File: src/rtl/dual_lane_aligner_pkg.sv
package dual_lane_aligner_pkg;

  typedef enum logic [2:0] {
    ST_IDLE,
    ST_PAIR,
    ST_SOLO_A,
    ST_SOLO_B,
    ST_FILL_A,   // lane A is filling, lane B still forwarding
    ST_FILL_B    // lane B is filling, lane A still forwarding
  } arb_state_t;

  typedef enum logic [1:0] {
    SRC_NONE,
    SRC_IN,
    SRC_FILL
  } lane_src_t;

endpackage

File: src/rtl/dla_word_class.sv
module dla_word_class #(
  parameter int          CTRL_W   = 8,
  parameter logic [7:0]  HDR_CODE = 8'hFF
) (
  input  logic [CTRL_W-1:0] ctrl,
  output logic              is_hdr,
  output logic              is_last
);

  localparam logic [CTRL_W-1:0] HDR = CTRL_W'(HDR_CODE);

  always_comb begin
    is_hdr  = (ctrl == HDR);
    is_last = (ctrl != '0) && ((ctrl & (ctrl - 1'b1)) == '0);
  end

endmodule

File: src/rtl/dla_arb_fsm.sv
module dla_arb_fsm
  import dual_lane_aligner_pkg::*;
(
  input  logic      clk,
  input  logic      rst,
  input  logic      a_valid,
  input  logic      a_hdr,
  input  logic      a_last,
  input  logic      b_valid,
  input  logic      b_hdr,
  input  logic      b_last,
  input  logic      room,
  output logic      a_ready,
  output logic      b_ready,
  output lane_src_t a_src,
  output lane_src_t b_src,
  output logic      fire
);

  arb_state_t state, state_nx;
  logic a_new, b_new;

  always_comb begin
    a_new    = a_valid && a_hdr;
    b_new    = b_valid && b_hdr;
    state_nx = state;
    a_ready  = 1'b0;
    b_ready  = 1'b0;
    a_src    = SRC_NONE;
    b_src    = SRC_NONE;
    fire     = 1'b0;
    case (state)
      ST_IDLE: begin
        // headers wait for room, stray words are dropped at once
        a_ready = a_hdr ? room : 1'b1;
        b_ready = b_hdr ? room : 1'b1;
        a_src   = a_new ? SRC_IN : SRC_NONE;
        b_src   = b_new ? SRC_IN : SRC_NONE;
        fire    = room && (a_new || b_new);
        if (room) begin
          if (a_new && b_new) state_nx = ST_PAIR;
          else if (a_new)     state_nx = ST_SOLO_A;
          else if (b_new)     state_nx = ST_SOLO_B;
        end
      end
      ST_PAIR: begin
        a_ready = b_valid && room;
        b_ready = a_valid && room;
        a_src   = SRC_IN;
        b_src   = SRC_IN;
        fire    = a_valid && b_valid && room;
        if (fire) begin
          if (a_last && b_last) state_nx = ST_IDLE;
          else if (a_last)      state_nx = ST_FILL_A;
          else if (b_last)      state_nx = ST_FILL_B;
        end
      end
      ST_FILL_A: begin
        b_ready = room;
        a_src   = SRC_FILL;
        b_src   = SRC_IN;
        fire    = b_valid && room;
        if (fire && b_last) state_nx = ST_IDLE;
      end
      ST_FILL_B: begin
        a_ready = room;
        a_src   = SRC_IN;
        b_src   = SRC_FILL;
        fire    = a_valid && room;
        if (fire && a_last) state_nx = ST_IDLE;
      end
      ST_SOLO_A: begin
        a_ready = room;
        a_src   = SRC_IN;
        fire    = a_valid && room;
        if (fire && a_last) state_nx = ST_IDLE;
      end
      ST_SOLO_B: begin
        b_ready = room;
        b_src   = SRC_IN;
        fire    = b_valid && room;
        if (fire && b_last) state_nx = ST_IDLE;
      end
      default: state_nx = ST_IDLE;
    endcase
  end

  always_ff @(posedge clk) begin
    if (rst) state <= ST_IDLE;
    else     state <= state_nx;
  end

  assert_pair_start_R1: assert property (@(posedge clk) disable iff (rst)
    (state == ST_IDLE && a_new && b_new && room) |=> (state == ST_PAIR));

  assert_stall_other_R2: assert property (@(posedge clk) disable iff (rst)
    (state == ST_SOLO_A && b_valid) |-> !b_ready);

  assert_to_fill_R4: assert property (@(posedge clk) disable iff (rst)
    (state == ST_PAIR && fire && a_last && !b_last) |=> (state == ST_FILL_A));

  assert_end_idle_R6: assert property (@(posedge clk) disable iff (rst)
    (state == ST_PAIR && fire && a_last && b_last) |=> (state == ST_IDLE));

endmodule

File: src/rtl/dla_lane_stage.sv
module dla_lane_stage
  import dual_lane_aligner_pkg::*;
#(
  parameter int         DATA_W    = 64,
  parameter int         CTRL_W    = 8,
  parameter logic [7:0] FILL_CODE = 8'hF0
) (
  input  logic              clk,
  input  logic              rst,
  input  logic              ld,
  input  lane_src_t         src,
  input  logic [DATA_W-1:0] in_data,
  input  logic [CTRL_W-1:0] in_ctrl,
  output logic [DATA_W-1:0] q_data,
  output logic [CTRL_W-1:0] q_ctrl,
  output logic              q_act
);

  localparam logic [CTRL_W-1:0] FILL = CTRL_W'(FILL_CODE);

  always_ff @(posedge clk) begin
    if (rst) begin
      q_data <= '0;
      q_ctrl <= '0;
      q_act  <= 1'b0;
    end else if (ld) begin
      case (src)
        SRC_IN: begin
          q_data <= in_data;
          q_ctrl <= in_ctrl;
          q_act  <= 1'b1;
        end
        SRC_FILL: begin
          q_data <= '0;
          q_ctrl <= FILL;
          q_act  <= 1'b1;
        end
        default: begin
          q_data <= '0;
          q_ctrl <= '0;
          q_act  <= 1'b0;
        end
      endcase
    end
  end

  assert_idle_lane_zero_R10: assert property (@(posedge clk) disable iff (rst)
    !q_act |-> (q_data == '0 && q_ctrl == '0));

endmodule

File: src/rtl/dual_lane_aligner.sv
module dual_lane_aligner
  import dual_lane_aligner_pkg::*;
#(
  parameter int         DATA_W    = 64,
  parameter int         CTRL_W    = 8,
  parameter logic [7:0] HDR_CODE  = 8'hFF,
  parameter logic [7:0] FILL_CODE = 8'hF0
) (
  input  logic              clk,
  input  logic              rst,
  input  logic [DATA_W-1:0] a_data,
  input  logic [CTRL_W-1:0] a_ctrl,
  input  logic              a_valid,
  output logic              a_ready,
  input  logic [DATA_W-1:0] b_data,
  input  logic [CTRL_W-1:0] b_ctrl,
  input  logic              b_valid,
  output logic              b_ready,
  output logic [DATA_W-1:0] out_a_data,
  output logic [CTRL_W-1:0] out_a_ctrl,
  output logic              out_a_act,
  output logic [DATA_W-1:0] out_b_data,
  output logic [CTRL_W-1:0] out_b_ctrl,
  output logic              out_b_act,
  output logic              out_valid,
  input  logic              out_ready
);

  localparam int                NLANE = 2;
  localparam logic [CTRL_W-1:0] FILL  = CTRL_W'(FILL_CODE);

  logic [DATA_W-1:0] in_d   [NLANE];
  logic [CTRL_W-1:0] in_c   [NLANE];
  logic [DATA_W-1:0] q_d    [NLANE];
  logic [CTRL_W-1:0] q_c    [NLANE];
  logic              q_act  [NLANE];
  logic              hdr    [NLANE];
  logic              last   [NLANE];
  lane_src_t         src    [NLANE];

  logic room, fire, valid_q;

  assign in_d[0] = a_data;
  assign in_c[0] = a_ctrl;
  assign in_d[1] = b_data;
  assign in_c[1] = b_ctrl;

  assign room = !valid_q || out_ready;

  generate
    for (genvar i = 0; i < NLANE; i++) begin : g_lane
      dla_word_class #(
        .CTRL_W  (CTRL_W),
        .HDR_CODE(HDR_CODE)
      ) i_class (
        .ctrl   (in_c[i]),
        .is_hdr (hdr[i]),
        .is_last(last[i])
      );

      dla_lane_stage #(
        .DATA_W   (DATA_W),
        .CTRL_W   (CTRL_W),
        .FILL_CODE(FILL_CODE)
      ) i_stage (
        .clk    (clk),
        .rst    (rst),
        .ld     (fire),
        .src    (src[i]),
        .in_data(in_d[i]),
        .in_ctrl(in_c[i]),
        .q_data (q_d[i]),
        .q_ctrl (q_c[i]),
        .q_act  (q_act[i])
      );
    end
  endgenerate

  dla_arb_fsm i_fsm (
    .clk    (clk),
    .rst    (rst),
    .a_valid(a_valid),
    .a_hdr  (hdr[0]),
    .a_last (last[0]),
    .b_valid(b_valid),
    .b_hdr  (hdr[1]),
    .b_last (last[1]),
    .room   (room),
    .a_ready(a_ready),
    .b_ready(b_ready),
    .a_src  (src[0]),
    .b_src  (src[1]),
    .fire   (fire)
  );

  always_ff @(posedge clk) begin
    if (rst)       valid_q <= 1'b0;
    else if (room) valid_q <= fire;
  end

  assign out_valid  = valid_q;
  assign out_a_data = q_d[0];
  assign out_a_ctrl = q_c[0];
  assign out_a_act  = q_act[0];
  assign out_b_data = q_d[1];
  assign out_b_ctrl = q_c[1];
  assign out_b_act  = q_act[1];

  assert_hold_beat_R7: assert property (@(posedge clk) disable iff (rst)
    (out_valid && !out_ready) |=> (out_valid && $stable(out_a_data) && $stable(out_b_data)
                                   && $stable(out_a_ctrl) && $stable(out_b_ctrl)));

  assert_fill_zero_R4: assert property (@(posedge clk) disable iff (rst)
    (out_valid && out_a_ctrl == FILL) |-> (out_a_data == '0 && out_b_act && out_b_ctrl != FILL));

  assert_fill_zero_b_R5: assert property (@(posedge clk) disable iff (rst)
    (out_valid && out_b_ctrl == FILL) |-> (out_b_data == '0 && out_a_act && out_a_ctrl != FILL));

  assert_beat_has_lane_R9: assert property (@(posedge clk) disable iff (rst)
    out_valid |-> (out_a_act || out_b_act));

endmodule

File: config.mk
export PLATFORM = sky130hd
export DESIGN_NAME = dual_lane_aligner
export DESIGN_NICKNAME = d
export VERILOG_FILES = /design/src/rtl/dual_lane_aligner_pkg.sv /design/src/rtl/dla_word_class.sv /design/src/rtl/dla_arb_fsm.sv /design/src/rtl/dla_lane_stage.sv /design/src/rtl/dual_lane_aligner.sv
export SDC_FILE = /design/constraint.sdc
export NUM_CORES = 1
export LEC_CHECK = 0
export BUFFER_PORTS_ARGS = -buffer_cell sky130_fd_sc_hd__buf_2
export CAP_MARGIN = 25
export CORE_MARGIN = 3
export CORE_UTILIZATION = 46
export CTS_CLUSTER_SIZE = 10
export DETAILED_ROUTE_END_ITERATION = 10
export PLACE_DENSITY_LB_ADDON = 0.1
export SETUP_SLACK_MARGIN = 0.2
export SKIP_LAST_GASP = 1
export SLEW_MARGIN = 20
export SYNTH_ARGS = -nofsm -noshare
export SYNTH_HDL_FRONTEND = slang
export SYNTH_SLANG_ARGS = --single-unit
export TNS_END_PERCENT = 1
File: constraint.sdc
create_clock -name clk -period 3.1 [get_ports clk]
set_clock_uncertainty 0.05 [all_clocks]
set_input_delay 0.465 -clock clk [delete_from_list [all_inputs] [get_ports clk]]
set_output_delay 0.465 -clock clk [all_outputs]
set_load 0.02 [all_outputs]
==> flow_metrics.tcl, run 1 <==
set metrics [dict create \
    ys_ff_latch 150 \
    final_util_pct 64.2 \
    vias 6386 \
    die_x_um 121 \
    end_kind "flop" \
    synthesis.nets 921 \
    cp_cell_sequence "mux2i_1 -> o21ai_0 -> o21ai_0 -> o21ai_1 -> and2_4 -> buf_12 -> nand3_1 -> a21oi_1" \
    rr_worst_depth 8 \
    cp_common_cell "o21ai_0" \
    ctsResizeCount 0 \
    hold_class "input pin to flop" \
    rsz0062_at_grt "no" \
    synth.most_common_cell "a21oi_1" \
    tightest_slew_ns 0.601 \
    firstDrtPassIters 5 \
    holdPathStages 3 \
    core_um2 12800 \
    syn_to_final_growth_pct 34.9 \
    seq_area_frac_synth_pct 49.4 \
    synth_area_per_cell_um2 7.92 \
    post-cts-setup-buffer-count 0 \
    worstSetupPathType "flop to flop" \
    io_buffers 297 \
    clk_latency_ns 0.41 \
    setup_viol 0 \
    critPathMaxStageDelay_ns 0.64 \
    p_leak_nw 3.49 \
    wl_um 18600 \
    first_iter_violations 461 \
    antenna_found_initial 0 \
    max_freq_ghz 0.431 \
    drv_cap 0 \
    regArea_um2 3000 \
    drtAntennaViolNets 0 \
    overflow 0 \
    diodes 0 \
    grt_pass1_wl_um 29300 \
    slowest_stage "dfxtp_1" \
    cts.sinks 150 \
    grt_pass1_vias 5828 \
    cts-htree-levels 4 \
    cts.clk_slew.worst_paths_ns 0.06 \
    nets 1176 \
    nFillCells 1184 \
    synth_top_area_share_pct 49.4 \
    powerDensity_nw_per_um2 631 \
    holdBufCountCts 0 \
    cts_buffers 17 \
    status "finished, final reports clean" \
    slew_headroom_pct 59.9 \
    drive_gt1_share_pct 33.6 \
    rows 41 \
    synth_area_leaders "dfxtp_1, a21oi_1, nand3_1" \
    crit_family "flip-flops" \
    critical_path_depth 8 \
    synthCells 768 \
    dieArea_um2 14600 \
    wl_per_cell_um 15.4 \
    cts-root-buf "clkbuf_16" \
    synthArstFlopShare_pct 0 \
    synth.distinct_cells 43 \
    dpl.hpwl_um 13100 \
    critPathMaxFanout 66 \
    io_pins 298 \
    crit_buf_inv 1 \
    grt_max_degree 89 \
    yosys_warnings 0 \
    fp.dieH_um 121 \
    routed_via_density 5.29 \
    drt_drc_violations_left 0 \
    required_ns 3.39 \
    multi_input_area_um2 2680 \
    gp_congestion 0.902 \
    start_util_pct 47.6 \
    peakVddDrop_mv 0.323 \
    synthTopCellsByCount "a21oi_1, nand2_1, dfxtp_1" \
    cp.arrival_ns 2.61 \
    cts_tree "done" \
    start_kind "flop" \
    synth_ff_type "dfxtp_1" \
    syn_area_um2 6080 \
    layout_min_cycle_time_ns 2.32 \
    min_period_over_period_pct 74.8 \
    grt_usage_pct 24.7 \
    synth_top_cell_by_area "dfxtp_1" \
    final_hold_viol_count 0 \
    fin_setup_tns_ns 0 \
    clock_path_buffers 2 \
    slew_viol_final 0 \
    synth_edf_count 0 \
]
[stage by stage]
stage | area, µm² | worst slack (ns) | total power (W) | cells | hold slack (ns)
6_report | 8200 | 0.780 | 0.00518 | 1208 | 0.268
5_1_grt | 8200 | 0.500 | 0.00541 | 1208 | 0.257
3_3_place_gp | 7570 | 0.530 | 0.00305 | 1176 | 0.385
2_1_floorplan | 6080 | 0.743 | 0.00273 | 768 | 0.479
3_5_place_dp | 7570 | 0.497 | 0.00305 | 1176 | 0.390
4_1_cts | 8200 | 0.793 | 0.00522 | 1208 | 0.250
[worst min-delay path: stages]
cell and delay, ns:
buf_2 0.09, nand3_1 0.06, a21oi_1 0.06
[cell families after synthesis]
group	synth area share [%]
AOI/OAI and AO/OA	16.8
xor gates and xnor gates	0.144
adders and majority gates	1.15
buffers and inverters	6.71
DFF	49.4
muxes	0.165
and+or+nand+nor	25.7
[sequential cells by signal, summed over array words and instances (netlist names)]
signal	cells
i_fsm.state	3
g_lane.i_stage.q_ctrl	16
out_valid	1
g_lane.i_stage.q_data	128
g_lane.i_stage.q_act	2
[layer usage]
metal,global-route usage (%),up-vias,wire length (µm)
met5,0,-,0
met4,11.0,0,533
met3,8.58,28,1830
met2,38.2,289,8580
met1,31.1,2915,7660
li1,-,3154,-
[cell usage in the layout (no fill, tap or decap), drive strengths merged, types with 3 or more instances in the layout]
| cell type | n |
|---|---|
| bufinv | 4 |
| a21oi | 161 |
| buf | 307 |
| nor2 | 12 |
| nand3 | 140 |
| o21ai | 13 |
| nand2b | 3 |
| dfxtp | 150 |
| nor3 | 4 |
| o211ai | 3 |
| ha | 4 |
| nor3b | 3 |
| or3 | 10 |
| clkinv | 4 |
| inv | 10 |
| nand2 | 157 |
| nand4 | 4 |
| clkbuf | 20 |
| clkinvlp | 3 |
[path summary, 6_finish.rpt]
kind	from	to	slack, ns
worst min-delay path	b_data[35]	g_lane[1].i_stage.q_data[35]	0.27
worst max-delay path	i_fsm.state[0]	g_lane[0].i_stage.q_data[44]	0.78
worst min register to register	g_lane[1].i_stage.q_data[52]	g_lane[1].i_stage.q_data[52]	0.40
worst max register to register	i_fsm.state[0]	g_lane[0].i_stage.q_data[44]	0.78
[power breakdown]
part	switching [W]	internal [W]	leakage (nW)
registers	0.0000422	0.00197	1.21
logic	0.000692	0.000301	1.97
clock network	0.000783	0.00139	0.302
total	0.00152	0.00366	3.49
[area by class of cell]
class,count,share of cell area (%)
tap,172,2.62
sequential,150,36.6
clock buffer,20,5.57
clock inverter,12,2.14
timing repair buffer,307,20.0
inverter,9,0.412
multi-input combinational,538,32.7
Note: power is estimated with default switching activity, not from simulation.
==> inputs of run 2 (changes only) <==
==> constraint.sdc (replaced) <==
create_clock -name clk -period 2.2 [get_ports clk]
set_clock_uncertainty 0.05 [all_clocks]
set_input_delay 0.33 -clock clk [delete_from_list [all_inputs] [get_ports clk]]
set_output_delay 0.33 -clock clk [all_outputs]
set_load 0.02 [all_outputs]
==> flow_metrics.tcl, run 2 (synthesis results as in run 1) <==
set metrics [dict create \
    rr_worst_depth 7 \
    cp.arrival_ns 1.58 \
    core_um2 12800 \
    critPathMaxFanout 11 \
    cts-root-buf "clkbuf_16" \
    tightest_slew_ns 0.571 \
    cts.sinks 150 \
    layout_min_cycle_time_ns 1.96 \
    setup_viol 0 \
    post-cts-setup-buffer-count 0 \
    drive_gt1_share_pct 36.0 \
    max_freq_ghz 0.511 \
    worstSetupPathType "flop to primary output" \
    clock_path_buffers 2 \
    final_common_cell "buf_2" \
    final_cell_mix "buf_2, a21oi_1, nand2_1, dfxtp_1, nand3_1" \
    routed_via_density 5.21 \
    dieArea_um2 14600 \
    layout_setup_ws_ns 0.243 \
    slew_viol_final 0 \
    start_util_pct 47.6 \
    peakVddDrop_mv 0.507 \
    grt_pass1_wl_um 29500 \
    min_period_over_period_pct 89.0 \
    syn_to_final_growth_pct 39.8 \
    grt_max_degree 48 \
    cts-htree-levels 4 \
    io_pins 298 \
    top_register "g_lane.i_stage.q_data" \
    dpl.hpwl_um 13500 \
    holdPathStages 3 \
    p_leak_nw 3.65 \
    powerDensity_nw_per_um2 866 \
    die_x_um 121 \
    dpl_cell_area_um2 7850 \
    min_from "a_data[62]" \
    crit_start "i_fsm.state[0]" \
    hold_class "input pin to flop" \
    final_hold_viol_count 0 \
    fp.dieH_um 121 \
    start_kind "flop" \
    first_iter_violations 443 \
    io_buffers 297 \
    rows 41 \
    status "finished, final reports clean" \
    cts_tree "done" \
    nets 1208 \
    clk_latency_ns 0.41 \
    met3_length_um 1930 \
    antenna_found_initial 0 \
    rsz0062_at_grt "yes" \
    cts.clk_slew.worst_paths_ns 0.06 \
    vias 6459 \
    diodes 0 \
    top_layer "met4" \
    fin_setup_tns_ns 0 \
    regToRegEndpoint "g_lane[0].i_stage.q_ctrl[6]" \
    wl_um 19000 \
    dr_wl_met2_um 9080 \
    drt_drc_violations_left 0 \
    largest_register_ffs 128 \
    slew_headroom_pct 61.9 \
    post-place-ws_ns -0.0790 \
    grt_pass1_vias 5929 \
    required_ns 1.82 \
    wl_met1_um 7530 \
    design_area_um2 8500 \
    cts_buffers 17 \
    gp_congestion 0.847 \
    holdPathEnd "g_lane[0].i_stage.q_data[62]" \
    regToRegSetupSlack_ns 0.30 \
    firstDrtPassIters 5 \
    wl_per_cell_um 15.3 \
    end_kind "primary output" \
    reg_top3 "g_lane.i_stage.q_data (128), g_lane.i_stage.q_ctrl (16), i_fsm.state (3)" \
    overflow 0 \
    grt_usage_pct 25.1 \
    drv_cap 0 \
    drtAntennaViolNets 0 \
    r2r-start "i_fsm.state[2]" \
]
## run 2: timing repair
item / CTS / global route
hold endpoints to repair: 0 / 0
resized for setup: 3 / 8
setup endpoints to repair: 108 / 148
cloned: 0 / 0
hold buffers: 0 / 0
## run 2: stage by stage
| step | hold slack [ns] | cells | utilization [%] | total power, W |
|---|---|---|---|---|
| global route | 0.110 | 1240 | 66.5 | 0.00769 |
| CTS | 0.110 | 1240 | 66.3 | 0.00739 |
| detailed placement | 0.390 | 1208 | 61.5 | 0.00440 |
| floorplan | 0.432 | 768 | - | 0.00385 |
| global placement | 0.385 | 1208 | 61.5 | 0.00440 |
| finish | 0.123 | 1240 | 66.5 | 0.00736 |
## run 2: power breakdown
group / internal, W / total (W) / switching, W
Sequential: 0.00278 / 0.00283 / 0.0000528
Clock: 0.00187 / 0.00300 / 0.00113
Combinational: 0.000536 / 0.00153 / 0.000996
## run 2: area by class of cell
cell class	instances	area (µm²)
well taps	172	215
fillers	1132	4270
inverters	9	33.8
multi-input cells	538	2680
flip-flops and latches	150	3010
clock inverters	11	148
clock buffers	21	470
repair buffers	339	1940
## run 2: metal layers
metal | GRT usage [%] | up-vias
li1 | - | 3222
met1 | 29.6 | 2938
met2 | 41.2 | 267
met3 | 10.0 | 32
met4 | 9.21 | 0
met5 | 0 | -
## run 2: how the worst max path moves through the flow
stage,endpoint,slack (ns)
2_1_floorplan,g_lane[1].i_stage.q_data[10],0.17
3_3_place_gp,i_fsm.state[2],-0.04
3_5_place_dp,i_fsm.state[2],-0.08
4_1_cts,a_ready,0.16
5_1_grt,g_lane[1].i_stage.q_ctrl[5],0.13
6_report,a_ready,0.24
## run 2: worst max-delay path, stage by stage, from the launching register on
cell and delay [ns]:
dfxtp_2 0.43, buf_4 0.17, nand3_1 0.16, o22ai_1 0.21, buf_2 0.19
